### config.mk
export PLATFORM = sky130hd
export DESIGN_NAME = ifetch_prefetch_buf
export DESIGN_NICKNAME = d
export VERILOG_FILES = /design/src/rtl/pfb_pkg.sv /design/src/rtl/pfb_slot_store.sv /design/src/rtl/pfb_fill_ctrl.sv /design/src/rtl/pfb_fetch_port.sv /design/src/rtl/ifetch_prefetch_buf.sv
export SDC_FILE = /design/constraint.sdc
export NUM_CORES = 1
export LEC_CHECK = 0
export ABC_AREA = 1
export ABC_CLOCK_PERIOD_IN_PS = 4200
export BUFFER_PORTS_ARGS = -buffer_cell sky130_fd_sc_hd__buf_2
export CAP_MARGIN = 20
export CORE_MARGIN = 4
export CORE_UTILIZATION = 50
export CTS_CLUSTER_DIAMETER = 150
export DETAILED_ROUTE_END_ITERATION = 10
export GPL_TIMING_DRIVEN = 0
export PLACE_DENSITY = 0.77
export SLEW_MARGIN = 20
export SYNTH_ARGS = -nofsm -noshare
export SYNTH_HDL_FRONTEND = slang
export SYNTH_HIERARCHICAL = 1
export SYNTH_SLANG_ARGS = --single-unit
### constraint.sdc
create_clock -name clk -period 4.2 [get_ports clk]
set_clock_uncertainty 0.1 [all_clocks]
set_input_delay 0.42 -clock clk [delete_from_list [all_inputs] [get_ports clk]]
set_output_delay 0.42 -clock clk [all_outputs]
set_load 0.1 [all_outputs]
### src/rtl/pfb_pkg.sv
package pfb_pkg;

   typedef enum logic [1:0] {
      FS_IDLE = 2'd0,
      FS_REQ  = 2'd1,
      FS_FILL = 2'd2
   } fill_state_e;

endpackage

### src/rtl/pfb_slot_store.sv
module pfb_slot_store #(
   parameter int DATA_W = 32,
   parameter int SLOTS  = 4,
   localparam int SLOT_W = $clog2(SLOTS)
) (
   input  logic                    clk,
   input  logic                    rst_n,
   input  logic                    clr,
   input  logic                    wr_en,
   input  logic [SLOT_W-1:0]       wr_idx,
   input  logic [DATA_W-1:0]       wr_data,
   output logic [SLOTS-1:0]        slot_vld,
   output logic [SLOTS*DATA_W-1:0] block
);

   for (genvar g = 0; g < SLOTS; g++) begin : g_slot
      logic             hit;
      logic [DATA_W-1:0] word_q;
      logic             vld_q;

      assign hit = wr_en && (wr_idx == SLOT_W'(g));

      always_ff @(posedge clk) begin
         if (!rst_n) begin
            vld_q  <= 1'b0;
            word_q <= '0;
         end else begin
            if (clr)      vld_q <= 1'b0;
            else if (hit) vld_q <= 1'b1;
            if (hit) word_q <= wr_data;
         end
      end

      assign slot_vld[g] = vld_q;
      assign block[g*DATA_W +: DATA_W] = word_q;
   end

   // words land in ascending order, so every lower slot is already valid
   a_r3_ascending: assert property (@(posedge clk) disable iff (!rst_n)
      wr_en |-> ($countones(slot_vld) == int'(wr_idx)));

endmodule

### src/rtl/pfb_fill_ctrl.sv
module pfb_fill_ctrl
   import pfb_pkg::*;
#(
   parameter int ADDR_W = 32,
   parameter int SLOTS  = 4,
   localparam int SLOT_W = $clog2(SLOTS),
   localparam int OFS_W  = SLOT_W + 2,
   localparam int TAG_W  = ADDR_W - OFS_W
) (
   input  logic              clk,
   input  logic              rst_n,
   input  logic              miss_valid,
   input  logic [TAG_W-1:0]  miss_tag,
   output logic              miss_ready,
   output logic              mem_req_valid,
   input  logic              mem_req_ready,
   input  logic              mem_rvalid,
   input  logic              fetch_valid,
   input  logic [TAG_W-1:0]  fetch_tag,
   output logic [TAG_W-1:0]  blk_tag,
   output logic              live,
   output logic              busy,
   output logic              wr_en,
   output logic [SLOT_W-1:0] wr_idx,
   output logic              clr,
   output logic              fill_done
);

   localparam logic [SLOT_W-1:0] LAST = SLOT_W'(SLOTS - 1);

   fill_state_e       state_q;
   logic [TAG_W-1:0]  tag_q;
   logic              live_q;
   logic [SLOT_W-1:0] cnt_q;
   logic              done_q;
   logic              accept;
   logic              cancel;

   assign accept = (state_q == FS_IDLE) && miss_valid;
   assign cancel = fetch_valid && live_q && (state_q != FS_IDLE) && (fetch_tag != tag_q);
   assign wr_en  = (state_q == FS_FILL) && mem_rvalid && live_q && !cancel;
   assign clr    = accept || cancel;

   always_ff @(posedge clk) begin
      if (!rst_n) begin
         state_q <= FS_IDLE;
         tag_q   <= '0;
         live_q  <= 1'b0;
         cnt_q   <= '0;
         done_q  <= 1'b0;
      end else begin
         done_q <= wr_en && (cnt_q == LAST);
         if (cancel) live_q <= 1'b0;
         unique case (state_q)
            FS_IDLE: if (accept) begin
               tag_q   <= miss_tag;
               live_q  <= 1'b1;
               state_q <= FS_REQ;
            end
            FS_REQ: if (mem_req_ready) begin
               cnt_q   <= '0;
               state_q <= FS_FILL;
            end
            FS_FILL: if (mem_rvalid) begin
               if (cnt_q == LAST) state_q <= FS_IDLE;
               else               cnt_q   <= cnt_q + 1'b1;
            end
            default: state_q <= FS_IDLE;
         endcase
      end
   end

   assign miss_ready    = (state_q == FS_IDLE);
   assign mem_req_valid = (state_q == FS_REQ);
   assign blk_tag       = tag_q;
   assign live          = live_q;
   assign busy          = (state_q != FS_IDLE);
   assign wr_idx        = cnt_q;
   assign fill_done     = done_q;

   // request and its address hold until memory takes it
   a_r2_req_hold: assert property (@(posedge clk) disable iff (!rst_n)
      (mem_req_valid && !mem_req_ready) |=> (mem_req_valid && $stable(blk_tag)));

   // the last word of a burst ends the fill
   a_r3_burst_end: assert property (@(posedge clk) disable iff (!rst_n)
      ((state_q == FS_FILL) && mem_rvalid && (cnt_q == LAST)) |=> miss_ready);

   // a cancelled fill never raises the refill pulse
   a_r8_no_done: assert property (@(posedge clk) disable iff (!rst_n)
      $fell(live_q) |-> !done_q);

endmodule

### src/rtl/pfb_fetch_port.sv
module pfb_fetch_port #(
   parameter int ADDR_W    = 32,
   parameter int DATA_W    = 32,
   parameter int SLOTS     = 4,
   parameter bit BYPASS_EN = 1'b1,
   localparam int SLOT_W = $clog2(SLOTS),
   localparam int OFS_W  = SLOT_W + 2,
   localparam int TAG_W  = ADDR_W - OFS_W
) (
   input  logic                    clk,
   input  logic                    rst_n,
   input  logic                    fetch_valid,
   input  logic [ADDR_W-1:0]       fetch_addr,
   input  logic [TAG_W-1:0]        blk_tag,
   input  logic [SLOTS-1:0]        slot_vld,
   input  logic [SLOTS*DATA_W-1:0] block,
   input  logic                    live,
   input  logic                    busy,
   input  logic                    wr_en,
   input  logic [SLOT_W-1:0]       wr_idx,
   input  logic [DATA_W-1:0]       wr_data,
   output logic                    instr_valid,
   output logic [DATA_W-1:0]       instr_data,
   output logic                    fetch_stall
);

   logic [SLOT_W-1:0] sel;
   logic              in_blk;
   logic              buf_hit;
   logic              byp;
   logic              pending;
   logic [DATA_W-1:0] buf_word;

   assign sel      = fetch_addr[OFS_W-1:2];
   assign in_blk   = fetch_valid && (fetch_addr[ADDR_W-1:OFS_W] == blk_tag);
   assign buf_hit  = in_blk && slot_vld[sel];
   assign buf_word = block[sel*DATA_W +: DATA_W];

   if (BYPASS_EN) begin : g_bypass
      assign byp = in_blk && wr_en && (wr_idx == sel);
   end else begin : g_no_bypass
      logic unused_byp;
      assign unused_byp = ^{wr_idx, wr_data};
      assign byp = 1'b0;
   end

   assign pending     = in_blk && live && busy && !slot_vld[sel];
   assign instr_valid = buf_hit || byp;
   assign instr_data  = buf_hit ? buf_word : wr_data;
   assign fetch_stall = pending && !byp;

   // fetch addresses are word aligned
   a_r3_aligned: assert property (@(posedge clk) disable iff (!rst_n)
      fetch_valid |-> (fetch_addr[1:0] == 2'b00));

   // an unlatched slot can only be delivered from the returning word
   a_r4_bypass_data: assert property (@(posedge clk) disable iff (!rst_n)
      (instr_valid && !slot_vld[sel]) |-> (wr_en && instr_data == wr_data));

   // a stalled fetch is never also delivered
   a_r5_stall_excl: assert property (@(posedge clk) disable iff (!rst_n)
      fetch_stall |-> (!instr_valid && busy));

endmodule

### src/rtl/ifetch_prefetch_buf.sv
module ifetch_prefetch_buf #(
   parameter int ADDR_W    = 32,
   parameter int DATA_W    = 32,
   parameter int SLOTS     = 4,
   parameter bit BYPASS_EN = 1'b1,
   localparam int SLOT_W = $clog2(SLOTS),
   localparam int OFS_W  = SLOT_W + 2,
   localparam int TAG_W  = ADDR_W - OFS_W
) (
   input  logic                    clk,
   input  logic                    rst_n,
   input  logic                    miss_valid,
   input  logic [ADDR_W-1:0]       miss_addr,
   output logic                    miss_ready,
   output logic                    mem_req_valid,
   output logic [ADDR_W-1:0]       mem_req_addr,
   input  logic                    mem_req_ready,
   input  logic                    mem_rvalid,
   input  logic [DATA_W-1:0]       mem_rdata,
   input  logic                    fetch_valid,
   input  logic [ADDR_W-1:0]       fetch_addr,
   output logic                    instr_valid,
   output logic [DATA_W-1:0]       instr_data,
   output logic                    fetch_stall,
   output logic                    fill_done,
   output logic [ADDR_W-1:0]       fill_addr,
   output logic [SLOTS*DATA_W-1:0] fill_block
);

   if (SLOTS < 2 || (SLOTS & (SLOTS - 1)) != 0) begin : g_chk_slots
      $error("SLOTS must be a power of two, at least 2");
   end
   if (DATA_W < 8) begin : g_chk_data
      $error("DATA_W must be at least 8");
   end
   if (ADDR_W <= OFS_W) begin : g_chk_addr
      $error("ADDR_W must exceed the block offset width");
   end

   logic [TAG_W-1:0]  blk_tag;
   logic              live;
   logic              busy;
   logic              wr_en;
   logic [SLOT_W-1:0] wr_idx;
   logic              clr;
   logic [SLOTS-1:0]  slot_vld;
   logic              unused_low;

   assign unused_low = ^miss_addr[OFS_W-1:0];

   pfb_fill_ctrl #(.ADDR_W(ADDR_W), .SLOTS(SLOTS)) u_ctrl (
      .clk           (clk),
      .rst_n         (rst_n),
      .miss_valid    (miss_valid),
      .miss_tag      (miss_addr[ADDR_W-1:OFS_W]),
      .miss_ready    (miss_ready),
      .mem_req_valid (mem_req_valid),
      .mem_req_ready (mem_req_ready),
      .mem_rvalid    (mem_rvalid),
      .fetch_valid   (fetch_valid),
      .fetch_tag     (fetch_addr[ADDR_W-1:OFS_W]),
      .blk_tag       (blk_tag),
      .live          (live),
      .busy          (busy),
      .wr_en         (wr_en),
      .wr_idx        (wr_idx),
      .clr           (clr),
      .fill_done     (fill_done)
   );

   pfb_slot_store #(.DATA_W(DATA_W), .SLOTS(SLOTS)) u_store (
      .clk      (clk),
      .rst_n    (rst_n),
      .clr      (clr),
      .wr_en    (wr_en),
      .wr_idx   (wr_idx),
      .wr_data  (mem_rdata),
      .slot_vld (slot_vld),
      .block    (fill_block)
   );

   pfb_fetch_port #(
      .ADDR_W(ADDR_W), .DATA_W(DATA_W), .SLOTS(SLOTS), .BYPASS_EN(BYPASS_EN)
   ) u_port (
      .clk         (clk),
      .rst_n       (rst_n),
      .fetch_valid (fetch_valid),
      .fetch_addr  (fetch_addr),
      .blk_tag     (blk_tag),
      .slot_vld    (slot_vld),
      .block       (fill_block),
      .live        (live),
      .busy        (busy),
      .wr_en       (wr_en),
      .wr_idx      (wr_idx),
      .wr_data     (mem_rdata),
      .instr_valid (instr_valid),
      .instr_data  (instr_data),
      .fetch_stall (fetch_stall)
   );

   assign mem_req_addr = {blk_tag, {OFS_W{1'b0}}};
   assign fill_addr    = {blk_tag, {OFS_W{1'b0}}};

   // the refill pulse only appears with every slot valid
   a_r7_done_full: assert property (@(posedge clk) disable iff (!rst_n)
      fill_done |-> ($countones(slot_vld) == SLOTS && live));

   // the pulse lasts one cycle
   a_r7_one_cycle: assert property (@(posedge clk) disable iff (!rst_n)
      fill_done |=> !fill_done);

   // no memory request while idle
   a_r1_idle_quiet: assert property (@(posedge clk) disable iff (!rst_n)
      miss_ready |-> !mem_req_valid);

endmodule

==> impl_results.md, run 1 <==
* Routability cong. at 0.895
* Setup WS post-layout at 0.905 ns
* Filler cell count at 1,847
* Leading area contributor after synthesis: dfxtp_1
* Setup TNS at 0 ns
* Final setup viols at 0
* Worst Path Max Fanout at 6
* Number of global-route vias before repair at 10,481
* Clock share of power at 0.335
* Gr usage total at 0.317
* Internal power at 2.66 mW
* CTS tree: built
* Core footprint at 18,800 um^2
* Final net count at 2,081
* Fin util at 0.643
* Die Area at 21,500 um^2
* Yosys top cell area share at 0.345
* Ys flop type: dfxtp_1
* Leakage at 7.08 nW
* FP Rows at 50
* Hold Vio Cnt, Final at 0
* Min cycle time layout at 3.29 ns
* DR iter-0 viols at 1,152
* Fraction of layout cells with a size suffix above 1 at 0.232
* CP endpoint kind: output pin
* RSZ-0062 raised after global routing: false
* DR WL met3 at 3800 um
* Crit path kind: reg -> out
* Outcome: complete, no violations
* H-Tree Depth at 4
* Comb pwr share at 0.288
* Async set or reset register ratio after synthesis at 0
* Routed vias/inst at 5.06
* Most frequent cells after synthesis: nand2_1 (455), nor2_1 (353), inv_1 (239), dfxtp_1 (166), o21ai_0 (93)
* Antenna-violating nets left at 0
* Clk_lat worst skew at 0.43 ns
* WL met2 at 16,700 um
* CTS Buf Count at 17
* HPWL after DPL at 26,100 um
* Final WL at 35,700 um
* Area Overhead vs Synth at 25.8%
* Distinct cells, synth at 29
* YS warnings at 6
* First-pass GRT wire length at 55,000 um
* Port bufs at 316
* Startpoint Class: flip-flop
* Initial antenna violation count at 2
* Largest net degree at the start of global routing at 17
* Sink Count at 166
* Critical Path AT at 2.77 ns
* FMAX at 0.303 GHz
* Maxcap violations at 0
* Syn Area/Cell at 5.89 um^2
* Met1 wire length at 14,300 um
* Post-DP Area at 11,600 um^2
* Fin cells at 2,253
* Sequential share of power at 0.377
* Total gr overflow at 0
* Synthesized area at 9630 um^2
* Flops & latches, synth at 166
* Synth top area cells: dfxtp_1 (35%), nand2_1 (18%), nor2_1 (14%)
* Synth Instances at 1,636
* Pre-CTS WS at 1.33 ns
* Top-level I/O count at 331
* Clock Tree Root: clkbuf_16
* Initial core utilization at 0.511
* Total power at 4.43 mW
* PD cells at 366 nW/um^2
* Switching Fraction at 0.399
* Slew margin rel. at 0.510
* Final Hold Slack at 0.151 ns
* Wirelength per Cell at 15.8 um
* CTS Hold Bufs at 0
* P_sw at 1.77 mW
* Sequential fraction of the synthesis area at 0.345
* Top-count cell post-synth: nand2_1
* Worst slew pin tran at 0.735 ns
* Die W at 147 um
* Detailed Routing Iterations Pass 1 at 8
* # DRC at 0
* Highest routed layer: met4
* Via count at 11,400
* Max VDD drop at 0.286 mV
* Post-CTS setup buffers at 0
* Post-synth EDFFs at 0
* Design area at 12,100 um^2
* CP required at 3.68 ns
* Die Y at 147 um
* Cts repair resizes at 0
* Clock Path Buffers at 2
* Placed Cells at 2,219
* Slew Viols, Final at 0
* Final Cycle Share at 0.785
* Hold Path Class: in -> reg
* Reg clk slew, reported paths at 0.06 ns
cells in the final DEF (no fill, tap or decap), types with 3 or more instances in the layout:
| master | n |
|---|---|
| buf_2 | 364 |
| a21oi_1 | 59 |
| clkinvlp_4 | 3 |
| clkbuf_1 | 33 |
| xnor2_1 | 8 |
| o21ai_1 | 6 |
| inv_1 | 239 |
| nand2_1 | 455 |
| inv_2 | 5 |
| buf_4 | 40 |
| nor2_1 | 353 |
| nand2_2 | 4 |
| nor2_2 | 3 |
| nand3_1 | 73 |
| clkbuf_16 | 17 |
| inv_6 | 3 |
| o22ai_1 | 32 |
| buf_6 | 7 |
| o21ai_0 | 93 |
| dfxtp_1 | 166 |
| conb_1 | 8 |
sequential cells by signal (all words and copies together) (netlist names):
signal                 flops
u_ctrl/live                1
u_store/g_slot.word_q    128
u_ctrl/fill_done           1
u_ctrl/wr_idx              2
u_store/g_slot.vld_q       4
u_ctrl/blk_tag            28
u_ctrl/state_q             2
power groups by stage:
stage	Clock [mW]	Sequential (mW)	Combinational, mW
final	1.49	1.67	1.27
after global routing	1.57	1.68	1.34
after CTS	1.50	1.67	1.26
after detailed placement	0	1.71	1.26
after global placement	0	1.70	1.25
after floorplan	0	1.94	0.752
worst max-delay path, cell delays in order, from the launching register on:
cell and delay [ns]:
dfxtp_1 0.46, inv_1 0.10, nand2_1 0.07, nand2_1 0.05, nor2_1 0.15, nand2_1 0.08, nor2_1 0.12, nand2_1 0.08
o21bai_2 0.15, nand3_1 0.13, inv_1 0.20, a31oi_1 0.14, nor2_1 0.18, buf_2 0.45
logic make-up (layout without fill, tap and decap cells):
kind of cell,after synthesis,in the layout,synth area share
and+or+nand+nor,892,892,0.363
buffers and inverters,370,718,0.172
AOI/OAI and AO/OA,198,198,0.111
DFF,166,166,0.345
xor gates and xnor gates,8,8,0.00728
adders and majority gates,1,1,0.00130
other,1,10,0.000389
final cells by class:
class | count | area (um^2) | share of cell area
inverter | 244 | 916 | 0.0756
tap | 260 | 325 | 0.0269
antenna | 2 | 5.00 | 0.000413
clock buffer | 21 | 450 | 0.0372
clock inverter | 11 | 93.8 | 0.00775
multi-input combinational | 1107 | 4680 | 0.386
buffer | 126 | 736 | 0.0607
sequential | 166 | 3320 | 0.274
timing repair buffer | 316 | 1580 | 0.131
worst paths after layout:
check / endpoint / slack, ns / startpoint / cells after the start
worst max-delay path: instr_valid / 0.91 / u_ctrl/blk_tag[7] / 13
worst min-delay path: u_ctrl/blk_tag[15] / 0.15 / miss_addr[19] / 3
worst max register to register: u_store/g_slot[3].word_q[18] / 1.62 / u_ctrl/blk_tag[7] / 15
worst min register to register: u_store/g_slot[1].vld_q / 0.36 / u_store/g_slot[1].vld_q / 2
metal layers:
metal | track usage | vias to the layer above
met5 | 0 | -
met4 | 0.102 | 0
met2 | 0.532 | 619
li1 | - | 5584
met3 | 0.0642 | 67
met1 | 0.411 | 5130
(Power assumes the default switching activity.)
==> inputs of run 2 (changes only) <==
--- a/config.mk
+++ b/config.mk
@@ -6,7 +6,7 @@
 export NUM_CORES = 1
 export LEC_CHECK = 0
 export ABC_AREA = 1
-export ABC_CLOCK_PERIOD_IN_PS = 4200
+export ABC_CLOCK_PERIOD_IN_PS = 3400
 export BUFFER_PORTS_ARGS = -buffer_cell sky130_fd_sc_hd__buf_2
 export CAP_MARGIN = 20
 export CORE_MARGIN = 4
==> constraint.sdc (replaced) <==
create_clock -name clk -period 3.4 [get_ports clk]
set_clock_uncertainty 0.1 [all_clocks]
set_input_delay 0.34 -clock clk [delete_from_list [all_inputs] [get_ports clk]]
set_output_delay 0.34 -clock clk [all_outputs]
set_load 0.1 [all_outputs]
==> run 2 against run 1 <==
Net effect:
- worst setup slack got worse by 0.64 ns
- register-to-register slack got worse by 0.72 ns
- flip-flop and latch count stayed put
- die area stayed put
- sequential power increased by 23%
- total power is 26% higher
- non-clock buffer count did not move
- sequential share of layout area fell by 0.11 points
- first-iteration DRC count decreased by 4.0%
- utilization grew 0.25 points
- highest routed layer unchanged
==> impl_results.md, run 2 (synthesis gave the netlist of run 1 again) <==
* Internal power at 3.30 mW
* Worst slew pin tran at 0.666 ns
* Min cycle time layout at 3.14 ns
* Sequential share of power at 0.370
* Maxcap violations at 0
* Final Hold Slack at 0.0683 ns
* Hold Path Class: in -> reg
* Reg with most FFs: u_store/g_slot.word_q
* HPWL after DPL at 25,900 um
* CTS tree: built
* Slew Viols, Final at 0
* Number of global-route vias before repair at 10,486
* Core footprint at 18,800 um^2
* Top-level I/O count at 331
* CP required at 2.96 ns
* Cts repair resizes at 0
* Die Y at 147 um
* Clk_lat worst skew at 0.43 ns
* Worst flop-to-flop path endpoint: u_store/g_slot[1].word_q[8]
* Crit Reg-Reg Startpoint: u_ctrl/blk_tag[7]
* Slew margin rel. at 0.556
* Most common cell after layout, fill and taps aside: nand2_1
* Reg clk slew, reported paths at 0.07 ns
* R2R depth at 16
* P_sw at 2.27 mW
* Final setup viols at 0
* Clock Tree Root: clkbuf_16
* Commonest cells after routing, fill and taps aside: nand2_1 (455), buf_2 (364), nor2_1 (350)
* Wirelength per Cell at 15.8 um
* Clock Path Buffers at 2
* DR iter-0 viols at 1,106
* Outcome: complete, no violations
* Sink Count at 166
* Hold wc startpoint: miss_addr[18]
* Worst Path Max Fanout at 7
* Area Overhead vs Synth at 26.3%
* Fraction of layout cells with a size suffix above 1 at 0.235
* FP Rows at 50
* Startpoint Class: flip-flop
* H-Tree Depth at 4
* FMAX at 0.319 GHz
* Initial antenna violation count at 3
* Crit path launch: u_ctrl/blk_tag[0]
* Via count at 11,327
* Max VDD drop at 0.343 mV
* Total power at 5.57 mW
* Total gr overflow at 0
* CTS Hold Bufs at 0
* Hold path depth at 3
* First-pass GRT wire length at 54,600 um
* Hold path endpoint: u_ctrl/blk_tag[14]
* Critical Path AT at 2.70 ns
* Port bufs at 316
* Setup TNS at 0 ns
* Antenna-violating nets left at 0
* Final WL at 35,700 um
* Comb pwr share at 0.283
* CP endpoint kind: output pin
* Crit path kind: reg -> out
* Final net count at 2,081
* CTS Buf Count at 17
* Clock share of power at 0.347
* Largest net degree at the start of global routing at 19
* Worst R2R Setup Slack at 0.90 ns
* Die Area at 21,500 um^2
* Routability cong. at 0.911
* Routed vias/inst at 5.02
* Leakage at 7.10 nW
* Hold Vio Cnt, Final at 0
* Die W at 147 um
* Final Cycle Share at 0.923
* RSZ-0062 raised after global routing: false
* Max reg flops at 128
* Initial core utilization at 0.511
* PD cells at 458 nW/um^2
* # DRC at 0
* Gr usage total at 0.317
* Detailed Routing Iterations Pass 1 at 7
* Switching Fraction at 0.408
* Post-CTS setup buffers at 0
-- run 2: power by group through the flow --
stage	combinational, mW	sequential, mW	clock (mW)
after global placement	1.55	2.10	0
after global routing	1.66	2.07	2.02
after floorplan	0.930	2.40	0
after detailed placement	1.56	2.11	0
final	1.57	2.06	1.93
after CTS	1.56	2.06	1.95
-- run 2: cell type report --
| class | instances | area, um^2 |
|---|---|---|
| Multi-Input combinational cell | 1107 | 4690 |
| Fill cell | 1777 | 6670 |
| Clock buffer | 17 | 425 |
| Tap cell | 260 | 325 |
| Timing Repair Buffer | 316 | 1580 |
| Sequential cell | 166 | 3320 |
| Clock inverter | 15 | 154 |
| Buffer | 126 | 736 |
| Antenna cell | 4 | 10.0 |
| Inverter | 244 | 916 |
-- run 2: metrics by stage --
step	instances	area [um^2]	utilization	setup slack [ns]
final	2255	12200	0.646	0.263
after global routing	2254	12200	0.646	0.0713
after CTS	2251	12100	0.645	0.258
after detailed placement	2219	11600	0.614	0.706
after global placement	2219	11600	0.614	0.733
after floorplan	1643	9660	-	0.106
-- run 2: worst max-delay path by stage --
| stage | to | slack (ns) | cells past startpoint |
|---|---|---|---|
| 2_1_floorplan | instr_valid | 0.11 | 12 |
| 3_3_place_gp | instr_data[22] | 0.73 | 9 |
| 3_5_place_dp | fetch_stall | 0.71 | 15 |
| 4_1_cts | fetch_stall | 0.26 | 13 |
| 5_1_grt | instr_valid | 0.07 | 13 |
| 6_report | fetch_stall | 0.26 | 13 |
-- run 2: metal layers --
layer / wire [um] / vias up / GRT usage
li1: - / 5581 / -
met1: 14300 / 5029 / 0.405
met2: 16300 / 643 / 0.513
met3: 3970 / 74 / 0.0762
met4: 1110 / 0 / 0.133
met5: 0 / - / 0
-- run 2: worst max-delay path: stages, from the launching register on --
cell,delay (ns)
dfxtp_1,0.44
nor2_1,0.08
nor2_1,0.18
nor2_1,0.06
nand2_1,0.09
nor2_1,0.05
nand2_1,0.06
o21bai_2,0.08
nand3_1,0.10
inv_1,0.13
a31oi_1,0.33
nand2_1,0.12
nor2_2,0.09
buf_2,0.45
